**src/rtl/gpio_irq_pkg.sv**
```systemverilog
package gpio_irq_pkg;

  localparam int ADDR_W    = 9;
  localparam int NUM_LINES = 2;
  localparam int NUM_DET   = 4;

  // Per-line register banks; line k sits at base + 4*k.
  localparam logic [ADDR_W-1:0] OFF_RAW_BASE = 9'h024;
  localparam logic [ADDR_W-1:0] OFF_STS_BASE = 9'h02C;
  localparam logic [ADDR_W-1:0] OFF_SET_BASE = 9'h034;
  localparam logic [ADDR_W-1:0] OFF_CLR_BASE = 9'h03C;

  // Detect-enable registers, indexed by det_kind_e.
  localparam logic [ADDR_W-1:0] OFF_DET_BASE = 9'h140;

  typedef enum logic [1:0] {
    DET_LVL_LO = 2'd0,
    DET_LVL_HI = 2'd1,
    DET_RISE   = 2'd2,
    DET_FALL   = 2'd3
  } det_kind_e;

  function automatic logic [ADDR_W-1:0] bank_off(input logic [ADDR_W-1:0] base,
                                                 input int idx);
    return base + ADDR_W'(4 * idx);
  endfunction

endpackage

```
**src/rtl/gpio_irq_sync.sv**
```systemverilog
module gpio_irq_sync #(
  parameter int W      = 32,
  parameter int STAGES = 2
) (
  input  logic         clk,
  input  logic         rst_n,
  input  logic [W-1:0] pin_in,
  output logic [W-1:0] pin_cur,
  output logic [W-1:0] pin_prev
);

  logic [STAGES-1:0][W-1:0] stage_q;
  logic [W-1:0]             prev_q;

  always_ff @(posedge clk or negedge rst_n) begin
    if (!rst_n) stage_q[0] <= '0;
    else        stage_q[0] <= pin_in;
  end

  genvar s;
  generate
    for (s = 1; s < STAGES; s++) begin : g_stage
      always_ff @(posedge clk or negedge rst_n) begin
        if (!rst_n) stage_q[s] <= '0;
        else        stage_q[s] <= stage_q[s-1];
      end
    end
  endgenerate

  always_ff @(posedge clk or negedge rst_n) begin
    if (!rst_n) prev_q <= '0;
    else        prev_q <= stage_q[STAGES-1];
  end

  assign pin_cur  = stage_q[STAGES-1];
  assign pin_prev = prev_q;

endmodule

```
**src/rtl/gpio_irq_event.sv**
```systemverilog
module gpio_irq_event
  import gpio_irq_pkg::*;
#(
  parameter int W = 32
) (
  input  logic [NUM_DET-1:0][W-1:0] det_en,
  input  logic [W-1:0]              pin_cur,
  input  logic [W-1:0]              pin_prev,
  output logic [W-1:0]              evt
);

  genvar i;
  generate
    for (i = 0; i < W; i++) begin : g_pin
      logic lvl_lo, lvl_hi, edge_up, edge_dn;
      assign lvl_lo  = det_en[DET_LVL_LO][i] & ~pin_cur[i];
      assign lvl_hi  = det_en[DET_LVL_HI][i] &  pin_cur[i];
      assign edge_up = det_en[DET_RISE][i]   &  pin_cur[i] & ~pin_prev[i];
      assign edge_dn = det_en[DET_FALL][i]   & ~pin_cur[i] &  pin_prev[i];
      assign evt[i]  = lvl_lo | lvl_hi | edge_up | edge_dn;
    end
  endgenerate

endmodule

```
**src/rtl/gpio_irq_line.sv**
```systemverilog
module gpio_irq_line #(
  parameter int W = 32
) (
  input  logic         clk,
  input  logic         rst_n,
  input  logic [W-1:0] evt,
  input  logic         wr_sts,
  input  logic         wr_set,
  input  logic         wr_clr,
  input  logic [W-1:0] wdata,
  output logic [W-1:0] raw_q,
  output logic [W-1:0] en_q,
  output logic         irq_q
);

  logic [W-1:0] raw_d, en_d, ack_mask;
  logic         raw_ce, en_ce, irq_d;

  always_comb begin
    ack_mask = wr_sts ? wdata : '0;
    raw_d    = (raw_q & ~ack_mask) | evt;
    raw_ce   = wr_sts | (|evt);
    en_d     = en_q;
    if (wr_set) en_d = en_d | wdata;
    if (wr_clr) en_d = en_d & ~wdata;
    en_ce    = wr_set | wr_clr;
    irq_d    = |(raw_q & en_q);
  end

  always_ff @(posedge clk or negedge rst_n) begin
    if (!rst_n) begin
      raw_q <= '0;
      en_q  <= '0;
      irq_q <= 1'b0;
    end else begin
      if (raw_ce) raw_q <= raw_d;
      if (en_ce)  en_q  <= en_d;
      irq_q <= irq_d;
    end
  end

endmodule

```
**src/rtl/gpio_irq_detect.sv**
```systemverilog
module gpio_irq_detect
  import gpio_irq_pkg::*;
#(
  parameter int NUM_PINS    = 32,
  parameter int SYNC_STAGES = 2
) (
  input  logic                clk,
  input  logic                rst_n,
  input  logic [NUM_PINS-1:0] pin_in,
  input  logic                bus_sel,
  input  logic                bus_wr,
  input  logic [ADDR_W-1:0]   bus_addr,
  input  logic [NUM_PINS-1:0] bus_wdata,
  output logic [NUM_PINS-1:0] bus_rdata,
  output logic [NUM_LINES-1:0] irq_o
);

  // Reset: asserted asynchronously, released on the clock.
  logic [1:0] rst_pipe_q;
  logic       rst_core_n;

  always_ff @(posedge clk or negedge rst_n) begin
    if (!rst_n) rst_pipe_q <= 2'b00;
    else        rst_pipe_q <= {rst_pipe_q[0], 1'b1};
  end
  assign rst_core_n = rst_pipe_q[1];

  logic wr_en;
  assign wr_en = bus_sel & bus_wr;

  // Pin synchronizer
  logic [NUM_PINS-1:0] pin_cur, pin_prev;

  gpio_irq_sync #(.W(NUM_PINS), .STAGES(SYNC_STAGES)) u_sync (
    .clk      (clk),
    .rst_n    (rst_core_n),
    .pin_in   (pin_in),
    .pin_cur  (pin_cur),
    .pin_prev (pin_prev)
  );

  // Detect-enable registers
  logic [NUM_DET-1:0][NUM_PINS-1:0] det_q, det_d;
  logic [NUM_DET-1:0]               det_we;

  always_comb begin
    for (int d = 0; d < NUM_DET; d++) begin
      det_we[d] = wr_en && (bus_addr == bank_off(OFF_DET_BASE, d));
      det_d[d]  = det_we[d] ? bus_wdata : det_q[d];
    end
  end

  always_ff @(posedge clk or negedge rst_core_n) begin
    if (!rst_core_n) det_q <= '0;
    else if (|det_we) det_q <= det_d;
  end

  // Event detection
  logic [NUM_PINS-1:0] evt;

  gpio_irq_event #(.W(NUM_PINS)) u_event (
    .det_en   (det_q),
    .pin_cur  (pin_cur),
    .pin_prev (pin_prev),
    .evt      (evt)
  );

  // Interrupt lines
  logic [NUM_LINES-1:0][NUM_PINS-1:0] raw_q, en_q;
  logic [NUM_LINES-1:0]               wr_sts, wr_set, wr_clr;

  genvar k;
  generate
    for (k = 0; k < NUM_LINES; k++) begin : g_line
      assign wr_sts[k] = wr_en && (bus_addr == bank_off(OFF_STS_BASE, k));
      assign wr_set[k] = wr_en && (bus_addr == bank_off(OFF_SET_BASE, k));
      assign wr_clr[k] = wr_en && (bus_addr == bank_off(OFF_CLR_BASE, k));

      gpio_irq_line #(.W(NUM_PINS)) u_line (
        .clk    (clk),
        .rst_n  (rst_core_n),
        .evt    (evt),
        .wr_sts (wr_sts[k]),
        .wr_set (wr_set[k]),
        .wr_clr (wr_clr[k]),
        .wdata  (bus_wdata),
        .raw_q  (raw_q[k]),
        .en_q   (en_q[k]),
        .irq_q  (irq_o[k])
      );
    end
  endgenerate

  // Read mux
  always_comb begin
    bus_rdata = '0;
    if (bus_sel && !bus_wr) begin
      for (int d = 0; d < NUM_DET; d++)
        if (bus_addr == bank_off(OFF_DET_BASE, d)) bus_rdata = det_q[d];
      for (int l = 0; l < NUM_LINES; l++) begin
        if (bus_addr == bank_off(OFF_RAW_BASE, l)) bus_rdata = raw_q[l];
        if (bus_addr == bank_off(OFF_STS_BASE, l)) bus_rdata = raw_q[l] & en_q[l];
        if (bus_addr == bank_off(OFF_SET_BASE, l)) bus_rdata = en_q[l];
        if (bus_addr == bank_off(OFF_CLR_BASE, l)) bus_rdata = en_q[l];
      end
    end
  end

endmodule

```
**config.mk**
```make
export PLATFORM = sky130hd
export DESIGN_NAME = gpio_irq_detect
export DESIGN_NICKNAME = d
export VERILOG_FILES = /design/src/rtl/gpio_irq_pkg.sv /design/src/rtl/gpio_irq_sync.sv /design/src/rtl/gpio_irq_event.sv /design/src/rtl/gpio_irq_line.sv /design/src/rtl/gpio_irq_detect.sv
export SDC_FILE = /design/constraint.sdc
export NUM_CORES = 1
export LEC_CHECK = 0
export CAP_MARGIN = 40
export CELL_PAD_IN_SITES_DETAIL_PLACEMENT = 1
export CELL_PAD_IN_SITES_GLOBAL_PLACEMENT = 1
export CORE_ASPECT_RATIO = 0.6
export CORE_MARGIN = 3
export CORE_UTILIZATION = 45
export CTS_CLUSTER_SIZE = 40
export DETAILED_ROUTE_END_ITERATION = 8
export PLACE_DENSITY_LB_ADDON = 0.08
export SLEW_MARGIN = 20
export SYNTH_ARGS = -nofsm -noshare
export SYNTH_HDL_FRONTEND = slang
export SYNTH_SLANG_ARGS = --single-unit
```
**constraint.sdc**
```tcl
create_clock -name clk -period 18.25 [get_ports clk]
set_clock_uncertainty 0.1 [all_clocks]
set_input_delay 1.825 -clock clk [delete_from_list [all_inputs] [get_ports clk]]
set_output_delay 1.825 -clock clk [all_outputs]
set_load 0.01 [all_outputs]
```
======== Word-level counts from Yosys, hierarchy flattened ========
Cells that the tools add are included.
storage, ports and cells
  input bits .............................. 77
  bits in registers ....................... 356
  word-level logic and storage cells ...... 435
  output and inout port bits .............. 34
cells by class
  muxes and demuxes ....................... 19
  reductions and logical operators ........ 20
  eq/ne operators ......................... 12
  bitwise logic cells ..................... 370
operator list
  kind                                                 count
  2-to-1 mux 32 bit                                    19
  bitwise AND 1 bit                                    193
  bitwise AND 32 bit                                   6
  OR 32 bit                                            4
  OR 1 bit                                             100
  inverter 32 bit                                      3
  OR reduction 32 bit                                  3
  inverter 1 bit                                       64
  equality test 9 x 6 -> 1 bit, second input constant  7
  equality test 9 bit, second input constant           4
  logical AND 1 bit                                    11
  equality test 9 x 7 -> 1 bit, second input constant  1
  AND reduction 2 bit                                  4
  OR reduction 4 bit                                   1
  logical NOT 1 bit                                    1

======== Longest topological paths before layout ========
Gate-level depths: netlist (run 1).
  depth after elaboration ................. 14
  depth in mapped cells ................... 8

======== Modules after synthesis ========
From an unflattened synthesis (run 1), not the netlist that was laid out.
second synthesis, totals
  cells, all modules ...................... 1482
  area total of the unflattened synthesis .. 16682.2 µm²
modules (own cells, without submodules)
  module           area an instance (µm²)  cells each  seq. area each (µm²)  instances
  gpio_irq_detect  8039.0                  780         3253.1                1
  gpio_irq_line    2499.9                  223         1626.6                2
  gpio_irq_sync    2642.5                  128         2402.3                1
  gpio_irq_event   1001.0                  128         0.0                   1

======== Worst setup path before layout (run 1) ========
OpenSTA, ideal clock, no wires.
  path type ............................... input-to-output
  start ................................... input port bus_addr[8]
  end ..................................... output port bus_rdata[29]
  data required time ...................... 16.325 ns
  buffers on the path ..................... 2
  arrival time ............................ 3.609 ns
  setup slack ............................. 12.716 ns
  cell stages on the path ................. 6
  cells stage by stage .................... buf_6 or4_4 buf_6 or4b_1 o211a_1 o31ai_1
between the ends
  longest elaborated chain between the ends .. 14
  elaborated cells between the ends (all ways) .. 25
ends and longest elaborated chain
  what                            RTL line                source
  from (decl)                     gpio_irq_detect.sv:12   input logic [ADDR_W-1:0] bus_addr,
  equality test 9 bit             gpio_irq_detect.sv:99   if (bus_addr == bank_off(OFF_DET_BASE, d)) bus_rdata = det_q[d];
  2-to-1 mux 32 bit (4 in a row)  gpio_irq_detect.sv:99
  2-to-1 mux 32 bit               gpio_irq_detect.sv:101  if (bus_addr == bank_off(OFF_RAW_BASE, l)) bus_rdata = raw_q[l];
  2-to-1 mux 32 bit               gpio_irq_detect.sv:102  if (bus_addr == bank_off(OFF_STS_BASE, l)) bus_rdata = raw_q[l] & en_q[l];
  2-to-1 mux 32 bit               gpio_irq_detect.sv:103  if (bus_addr == bank_off(OFF_SET_BASE, l)) bus_rdata = en_q[l];
  2-to-1 mux 32 bit               gpio_irq_detect.sv:104  if (bus_addr == bank_off(OFF_CLR_BASE, l)) bus_rdata = en_q[l];
  2-to-1 mux 32 bit               gpio_irq_detect.sv:101
  2-to-1 mux 32 bit               gpio_irq_detect.sv:102
  2-to-1 mux 32 bit               gpio_irq_detect.sv:103
  2-to-1 mux 32 bit (*)           gpio_irq_detect.sv:104
  2-to-1 mux 32 bit (*)           gpio_irq_detect.sv:97   if (bus_sel && !bus_wr) begin
  to (decl)                       gpio_irq_detect.sv:14   output logic [NUM_PINS-1:0] bus_rdata,
Every way passes the cells marked *; elsewhere a longest branch is shown, timed or not.

======== Worst setup path after layout (run 1) ========
  start ................................... input port bus_addr[8]
  end ..................................... output port bus_rdata[28]
Same word-level chain as after synthesis.

==> results of run 1 <==
-- cells in the mapped netlist (3+ instances only) --
| cell | instances | area [µm²] |
|---|---|---|
| buf_4 | 4 | 30.0 |
| nand2_1 | 80 | 300 |
| dfrtp_1 | 356 | 8910 |
| buf_6 | 3 | 33.8 |
| o31ai_2 | 23 | 288 |
| a21o_1 | 67 | 503 |
| buf_1 | 14 | 52.6 |
| clkbuf_1 | 70 | 263 |
| a211oi_1 | 33 | 248 |
| nand4_1 | 32 | 200 |
| nand3_1 | 28 | 140 |
| nor4_4 | 4 | 85.1 |
| o31ai_1 | 4 | 30.0 |
| or4b_1 | 25 | 250 |
| buf_2 | 29 | 145 |
| mux2_2 | 126 | 1420 |
| nand2b_1 | 5 | 31.3 |
| a32oi_1 | 5 | 43.8 |
| a22oi_1 | 32 | 240 |
| a221oi_1 | 3 | 26.3 |
| mux2i_1 | 5 | 50.1 |
| mux4_2 | 32 | 721 |
| nor2b_1 | 9 | 56.3 |
| o221ai_1 | 4 | 35.0 |
| a21oi_1 | 244 | 1220 |
| o211a_1 | 24 | 240 |
| nor4b_1 | 3 | 26.3 |
| inv_1 | 32 | 120 |
| and3_1 | 4 | 25.0 |
| nor2_1 | 56 | 210 |
| o21ai_0 | 36 | 180 |
-- worst register-to-register path, stage by stage, from the launching register on --
cell     delay (ns)
dfrtp_1        0.44
a22oi_1        0.38
nand4_1        0.19
or4_1          0.58
-- where the power goes --
part           leakage [nW]  switching, W  internal [W]  total [W]
Sequential             4.40     0.0000153      0.000808   0.000823
Clock                 0.604      0.000323      0.000456   0.000780
Combinational          3.03     0.0000734     0.0000434   0.000117
Total                  8.03      0.000412       0.00131    0.00172
-- cells by family (layout without fill, tap and decap cells) --
group | Yosys count | in the layout | synth area share
multiplexers | 165 | 165 | 0.135
flip-flops | 356 | 356 | 0.544
XOR/XNOR | 1 | 1 | 0.000535
buffers and inverters | 153 | 238 | 0.0397
other | 1 | 1 | 0.000229
AND/OR/NAND/NOR | 266 | 266 | 0.0917
AO/OA/AOI/OAI | 478 | 478 | 0.189
-- per-layer routing --
layer	wire length (µm)	up-vias
met5	0	-
met4	1200	0
met3	3500	88
met2	23900	455
met1	26100	6702
li1	-	5352
-- worst max path at each step --
stage | endpoint | slack (ns) | startpoint | cells after the start
after global placement | bus_rdata[27] | 10.82 | bus_addr[4] | 6
after floorplan | async pin | 7.49 | rst_pipe_q[1] | 0
after detailed placement | bus_rdata[28] | 11.23 | bus_addr[8] | 8
after global routing | bus_rdata[28] | 11.13 | bus_addr[8] | 8
final | bus_rdata[28] | 11.22 | bus_addr[8] | 8
after CTS | bus_rdata[28] | 11.24 | bus_addr[8] | 8
-- cell usage in the layout, fill, tap and decap left out, types with 33 or more instances in the layout --
cell / count
a211oi_1: 33
a21oi_1: 244
clkdlybuf4s50_1: 107
o21ai_0: 36
nand2_1: 80
clkbuf_16: 38
nor2_1: 55
mux2_2: 126
dfrtp_1: 355
a21o_1: 67
-- metrics by stage --
stage | power (W) | instances | cell area, µm² | util | hold slack (ns)
after detailed placement | 0.000954 | 1910 | 18000 | 0.507 | 0.217
after CTS | 0.00173 | 1972 | 19200 | 0.542 | 0.221
final | 0.00172 | 1972 | 19200 | 0.542 | 0.199
after global placement | 0.000945 | 1901 | 17800 | 0.501 | 0.213
after floorplan | 0.000899 | 1420 | 16400 | - | 0.231
after global routing | 0.00178 | 1972 | 19200 | 0.542 | 0.242
-- layout make-up --
class	count	area, µm²
Timing Repair Buffer	144	1500
Clock inverter	9	135
Clock buffer	53	1090
Sequential cell	356	8910
Multi-Input combinational cell	911	6850
Inverter	32	120
Tap cell	467	584
Fill cell	3651	16200
==> out/results.tsv, run 1 <==
metric	value	unit
CTS tree	yes	
Worst EP arrival	5.11	ns
status	finished, final reports clean	
Unique masters post-synth	52	
worst setup margin	11.22	ns
max-slew violation count	0	
delay-heaviest family, CP	buffers and inverters	
max-cap violations	0	
Boundary Pins	111	
die height	154	µm
Fmax	142	MHz
H-tree depth	2	
critical path's most frequent cell	clkdlybuf4s50_1	
cts hold-fix bufs	0	
CP cell instances	clkdlybuf4s50_1 > buf_4 > or4_4 > a211o_1 > nand2_2 > buf_16 > o31ai_2 > clkdlybuf4s50_1	
crit path time final	7.03	ns
Placer Congestion	0.860	
Worst Reg-to-Reg Cells	3	
Setup-failing EPs final	0	
final net count	1558	
Die X	252	µm
layout cells sized above 1	0.195	
total gr overflow	0	
Most used DFF post-synth	dfrtp_1	
first-pass GRT wire length	84500	µm
WS Path Type	in -> out	
initial antenna violation count	0	
#FFs+latches synth	356	
DRT Pass-1 Iters	5	
1st-iter DRT viols	1120	
clock tree buffer depth	3	
CP max-delay cell	or4_4	
Final Hold Vio Count	0	
number of CTS-inserted buffers	36	
gr busiest metal	met1	
Tcrit/Tclk final	0.385	
Worst Path Required	16.32	ns
Leakage	8.03	nW
crit end category	output pin	
DRC	0	
crit path max fanout	40	
RSZ-0062 raised after global routing	no	
Placement Rows	53	
I/O Buffers	110	
Post-synth ARST share	1.00	
power per cell area	89.6	mW/mm²
syn_nets	1497	
Clock Pin Slew Worst Setup and Hold Paths	0.06	ns
register area share after synthesis	0.544	
core region area	0.0354	mm²
diodes inserted	0	
average wire per standard cell	27.7	µm
pre-CTS WS	11.23	ns
Final ANT Viol Nets	0	
Syn Area/Cell	11.5	µm²
Gate Count Post-Synth	1420	
post-synthesis cell area	0.0164	mm²
Initial Util	0.462	
Area Growth Syn to Fin	17.2	%
Post CTS Setup Buffer Count	0	
Peak VDD IR	0.0000555	V
Worst-Margin Slew	1.01	ns
CP Launch Type	input port	
DP Wirelength	36600	µm
CTS Sinks	356	
Total Neg Setup Slack	0	ns
Crit path largest cell delay	0.61	ns
Clock Latency Late Sink	0.54	ns
met3 Usage GRT	0.0429	
reg2reg setup slack	16.41	ns
Slew Limit Headroom	0.328	
buffers and inverters on the worst path	4	
synth warn	0	
vias in the first global route	13200	
Die ar.	0.0388	mm²
drt total wl	54700	µm
GR Util met2	0.426	
CTS Root Buffer Type	clkbuf_16	
Hold Crit Class	reg -> async	
EDFF count, synth	0	
DR vias/cell	6.39	
GR Util met1	0.439	
cts repair resizes	0	
largest net degree at the start of global routing	175	
routed vias	12600	
gr usage total	0.285	
FF-to-FF End	g_line[0].u_line.irq_q	
No activity file was read; power rests on OpenSTA's default activity.
==> run 2: changes to the inputs <==
Clock period 18.25 ns to 6.9 ns, I/O delays scaled along.
==> out/results.tsv, run 2 (same netlist as run 1, synthesis figures left out) <==
metric	value	unit	change
first-pass GRT wire length	83000	µm	was 84500 µm
Crit path largest cell delay	0.86	ns	was 0.61 ns
Pwr Total	0.00457	W	was 0.00172 W
number of CTS-inserted buffers	36		unchanged
Boundary Pins	111		unchanged
I/O Buffers	110		unchanged
Placement Rows	53		unchanged
Worst EP arrival	3.93	ns	was 5.11 ns
Tcrit/Tclk final	0.685		
crit path max fanout	40		unchanged
Clock Pin Slew Worst Setup and Hold Paths	0.06	ns	about the same
H-tree depth	2		unchanged
CP Launch Type	input port		unchanged
CP cell instances	clkdlybuf4s50_1 > buf_4 > or4_4 > nor3_2 > a32oi_1 > o41ai_1 > clkdlybuf4s50_1		was clkdlybuf4s50_1 > buf_4 > or4_4 > a211o_1 > nand2_2 > buf_16 > o31ai_2 > clkdlybuf4s50_1
Setup-failing EPs final	0		unchanged
CTS Sinks	356		unchanged
DP Wirelength	36600	µm	about the same
Post CTS Setup Buffer Count	0		unchanged
Post-DP Area	0.0179	mm²	was 0.0180 mm²
Final Hold Vio Count	0		unchanged
layout cells sized above 1	0.200		was 0.195
critical path's most frequent cell	clkdlybuf4s50_1		unchanged
Worst Reg-to-Reg Cells	1		was 3
commonest non-fill, non-tap cells in the layout	355 x dfrtp_1, 244 x a21oi_1, 126 x mux2_2		unchanged
footprint of the multi-input gates	0.00685	mm²	unchanged
max-slew violation count	0		unchanged
buffers and inverters on the worst path	3		was 4
CP max-delay cell	or4_4		unchanged
Worst-Margin Slew	1.10	ns	was 1.01 ns
Worst Path Required	6.11	ns	was 16.32 ns
average wire per standard cell	27.4	µm	was 27.7 µm
vias in the first global route	13000		was 13200
pre-CTS WS	2.22	ns	was 11.23 ns
cts repair resizes	0		unchanged
WS Path Type	in -> out		unchanged
RSZ-0062 raised after global routing	no		unchanged
DRC	0		unchanged
CTS tree	yes		unchanged
Fmax	212	MHz	
max-cap violations	0		unchanged
Die X	252	µm	unchanged
DRT Pass-1 Iters	5		unchanged
gr usage total	0.282		was 0.285
clock tree buffer depth	3		unchanged
crit path time final	4.72	ns	
power per cell area	237	mW/mm²	was 89.6 mW/mm²
die height	154	µm	unchanged
Clock Latency Late Sink	0.53	ns	was 0.54 ns
register area	0.00891	mm²	unchanged
routed vias	12600		about the same
core region area	0.0354	mm²	unchanged
Peak VDD IR	0.000190	V	was 0.0000555 V
DR vias/cell	6.36		was 6.39
Total Neg Setup Slack	0	ns	unchanged
final worst hold slack	0.215	ns	was 0.199 ns
total gr overflow	0		unchanged
delay-heaviest family, CP	simple AND/OR/NAND/NOR gates		was buffers and inverters
Hold Crit Class	in -> async		was reg -> async
Final ANT Viol Nets	0		unchanged
Die ar.	0.0388	mm²	unchanged
FF-to-FF End	det_q[15]		was g_line[0].u_line.irq_q
Leakage	8.06	nW	was 8.03 nW
initial antenna violation count	0		unchanged
final net count	1561		was 1558
diodes inserted	0		unchanged
Area Growth Syn to Fin	17.5	%	was 17.2%
worst setup margin	2.18	ns	was 11.22 ns
reg2reg setup slack	4.99	ns	was 16.41 ns
Slew Limit Headroom	0.266		was 0.328
Final Cell Area	0.0192	mm²	about the same
1st-iter DRT viols	1224		was 1120
CTS Root Buffer Type	clkbuf_16		unchanged
drt total wl	54200	µm	was 54700 µm
RR Startpoint	rst_pipe_q[1]		
cts hold-fix bufs	0		unchanged
crit end category	output pin		unchanged
Placer Congestion	0.868		was 0.860
FILL cells	3645		was 3651
Initial Util	0.462		unchanged
largest net degree at the start of global routing	175		unchanged
commonest non-fill, non-tap cell in the layout	dfrtp_1		unchanged
status	finished, final reports clean		unchanged
run 2: per-layer routing:
layer	global-route usage	share of wire	wire (µm)	up-vias
li1	-	-	-	5377
met1	0.428	0.47	25500	6627
met2	0.410	0.43	23300	469
met3	0.0563	0.071	3870	87
met4	0.0812	0.029	1580	0
met5	0	0	0	-
run 2: where the power goes:
part	internal, W	switching (W)	total [W]	leakage (nW)
Sequential	0.00214	0.0000409	0.00218	4.40
Combinational	0.000115	0.000194	0.000309	3.04
Clock	0.00123	0.000848	0.00208	0.620
Total	0.00348	0.00108	0.00457	8.06
run 2: area by class of cell:
class	count	area share
Tap cell	467	0.0304
Sequential cell	356	0.463
Clock buffer	49	0.0551
Clock inverter	14	0.00995
Timing Repair Buffer	147	0.0793
Inverter	32	0.00624
Multi-Input combinational cell	911	0.356
run 2: worst max path at each step:
stage                        startpoint       endpoint  cells after the start
after global placement      bus_addr[8]  bus_rdata[21]                      7
after floorplan           rst_pipe_q[1]      async pin                      0
after global routing        bus_addr[8]  bus_rdata[30]                      7
after CTS                   bus_addr[8]  bus_rdata[30]                      7
after detailed placement    bus_addr[8]  bus_rdata[30]                      7
final                       bus_addr[8]  bus_rdata[30]                      7
run 2: stage by stage:
| stage | util | cells |
|---|---|---|
| final | 0.543 | 1976 |
| after global routing | 0.543 | 1976 |
| after CTS | 0.542 | 1974 |
| after detailed placement | 0.506 | 1911 |
| after global placement | 0.501 | 1900 |
| after floorplan | - | 1420 |
==> run 3: changes to the inputs <==
Settings changed: CORE_UTILIZATION 45 to 43.
Clock period 6.9 ns to 4.19 ns, I/O delays scaled along.
==> out/results.tsv, run 3 (same netlist as run 1, synthesis figures left out) <==
metric	value	unit	change
RSZ-0062 raised after global routing	no		unchanged
CP cell instances	clkdlybuf4s50_1 > or4_4 > buf_4 > nor3_2 > a32oi_1 > o41ai_1 > clkdlybuf4s50_1		was clkdlybuf4s50_1 > buf_4 > or4_4 > nor3_2 > a32oi_1 > o41ai_1 > clkdlybuf4s50_1
average wire per standard cell	26.9	µm	was 27.4 µm
critical path's most frequent cell	clkdlybuf4s50_1		unchanged
DR vias/cell	6.15		was 6.36
Worst EP arrival	3.54	ns	was 3.93 ns
number of CTS-inserted buffers	38		was 36
total gr overflow	0		unchanged
H-tree depth	2		unchanged
DRT Pass-1 Iters	5		unchanged
fin util	0.526		was 0.543
drt total wl	54700	µm	was 54200 µm
commonest non-fill, non-tap cell in the layout	dfrtp_1		unchanged
crit end category	output pin		unchanged
CTS tree	yes		unchanged
Initial Util	0.443		was 0.462
power per cell area	393	mW/mm²	was 237 mW/mm²
Leakage	8.15	nW	was 8.06 nW
Pwr Total	0.00765	W	was 0.00457 W
Total Neg Setup Slack	0	ns	unchanged
CP Launch Type	input port		unchanged
Fmax	246	MHz	
Die ar.	0.0405	mm²	was 0.0388 mm²
final net count	1577		was 1561
clock tree buffer depth	3		unchanged
Setup-failing EPs final	0		unchanged
Final Cell Area	0.0194	mm²	was 0.0192 mm²
Post-DP Area	0.0181	mm²	was 0.0179 mm²
vias in the first global route	13100		was 13000
DP Wirelength	36900	µm	was 36600 µm
die height	157	µm	was 154 µm
Hold Crit Class	reg -> async		was in -> async
Placement Rows	54		was 53
commonest non-fill, non-tap cells in the layout	355 x dfrtp_1, 244 x a21oi_1, 126 x mux2_2		unchanged
Slew Limit Headroom	0.579		was 0.266
max-cap violations	0		unchanged
1st-iter DRT viols	1055		was 1224
diodes inserted	0		unchanged
routed vias	12500		was 12600
crit path max fanout	32		was 40
Final Hold Vio Count	0		unchanged
FILL cells	3829		was 3645
Tcrit/Tclk final	0.969		
CP max-delay cell	or4_4		unchanged
initial antenna violation count	1		was 0
max-slew violation count	0		unchanged
largest net degree at the start of global routing	92		was 175
Worst Path Required	3.67	ns	was 6.11 ns
Placer Congestion	0.899		was 0.868
Final ANT Viol Nets	0		unchanged
Clock Latency Late Sink	0.54	ns	was 0.53 ns
DRC	0		unchanged
first-pass GRT wire length	83800	µm	was 83000 µm
WS Path Type	in -> out		unchanged
gr usage total	0.273		was 0.282
CTS Sinks	356		unchanged
Area Growth Syn to Fin	18.7	%	was 17.5%
I/O Buffers	110		unchanged
Boundary Pins	111		unchanged
Clock Pin Slew Worst Setup and Hold Paths	0.06	ns	about the same
core region area	0.0370	mm²	was 0.0354 mm²
Crit path largest cell delay	0.82	ns	was 0.86 ns
cts repair resizes	0		unchanged
layout cells sized above 1	0.206		was 0.200
CTS Root Buffer Type	clkbuf_16		unchanged
Die X	258	µm	was 252 µm
crit path time final	4.06	ns	
final worst hold slack	0.0145	ns	was 0.215 ns
status	finished, final reports clean		unchanged
Peak VDD IR	0.000249	V	was 0.000190 V
Worst-Margin Slew	0.630	ns	was 1.10 ns
[run 3: path summary, 6_finish.rpt]
path	endpoint	from	cells after the start	slack [ns]
setup / recovery	bus_rdata[30]	bus_addr[7]	7	0.13
hold / removal	u_sync.pin_cur[30]	rst_pipe_q[1]	0	0.01
setup reg to reg	g_line[1].u_line.irq_q	flop	3	2.36
hold reg to reg	u_sync.pin_cur[30]	rst_pipe_q[1]	0	0.01
max in group asynchronous	det_q[12]	rst_pipe_q[1]	2	2.94
min in group clk	u_sync.stage_q[30]	pin_in[30]	1	0.22
[run 3: critical path, delay by kind of cell]
family,cells,cell delay [ns]
AO/OA/AOI/OAI,2,0.58
buffers and inverters,3,1.40
AND/OR/NAND/NOR,2,1.15
[run 3: per-stage QoR]
| step | std cells | setup WS [ns] |
|---|---|---|
| CTS | 2029 | 0.127 |
| global placement | 1961 | 0.185 |
| detailed placement | 1961 | 0.121 |
| floorplan | 1420 | 0.576 |
| finish | 2031 | 0.131 |
| global route | 2031 | 0.0434 |
[run 3: metal layers]
| layer | wire length [µm] | global-route usage | up-vias |
|---|---|---|---|
| met5 | 0 | 0 | - |
| met4 | 1200 | 0.0713 | 0 |
| met3 | 3670 | 0.0545 | 79 |
| met2 | 23700 | 0.405 | 418 |
| met1 | 26200 | 0.409 | 6592 |
| li1 | - | - | 5410 |
[run 3: timing repair]
item / CTS / global route
setup buffers: 0 / 0
hold endpoints to repair: 2 / 0
setup endpoints to repair: 0 / 0
hold buffers: 1 / 0
[run 3: final cells by class]
class                           count  area [µm²]  share of cell area
Sequential cell                   356        8910               0.459
Inverter                           32         120             0.00618
Clock inverter                     12         166             0.00856
Multi-Input combinational cell    911        6850               0.353
Timing Repair Buffer              161        1630              0.0836
Tap cell                          504         631              0.0324
Clock buffer                       55        1130              0.0581
[run 3: power by group]
part / total [W] / switching, W / internal, W
Clock: 0.00354 / 0.00142 / 0.00212
Sequential: 0.00358 / 0.0000604 / 0.00352
Combinational: 0.000526 / 0.000331 / 0.000194
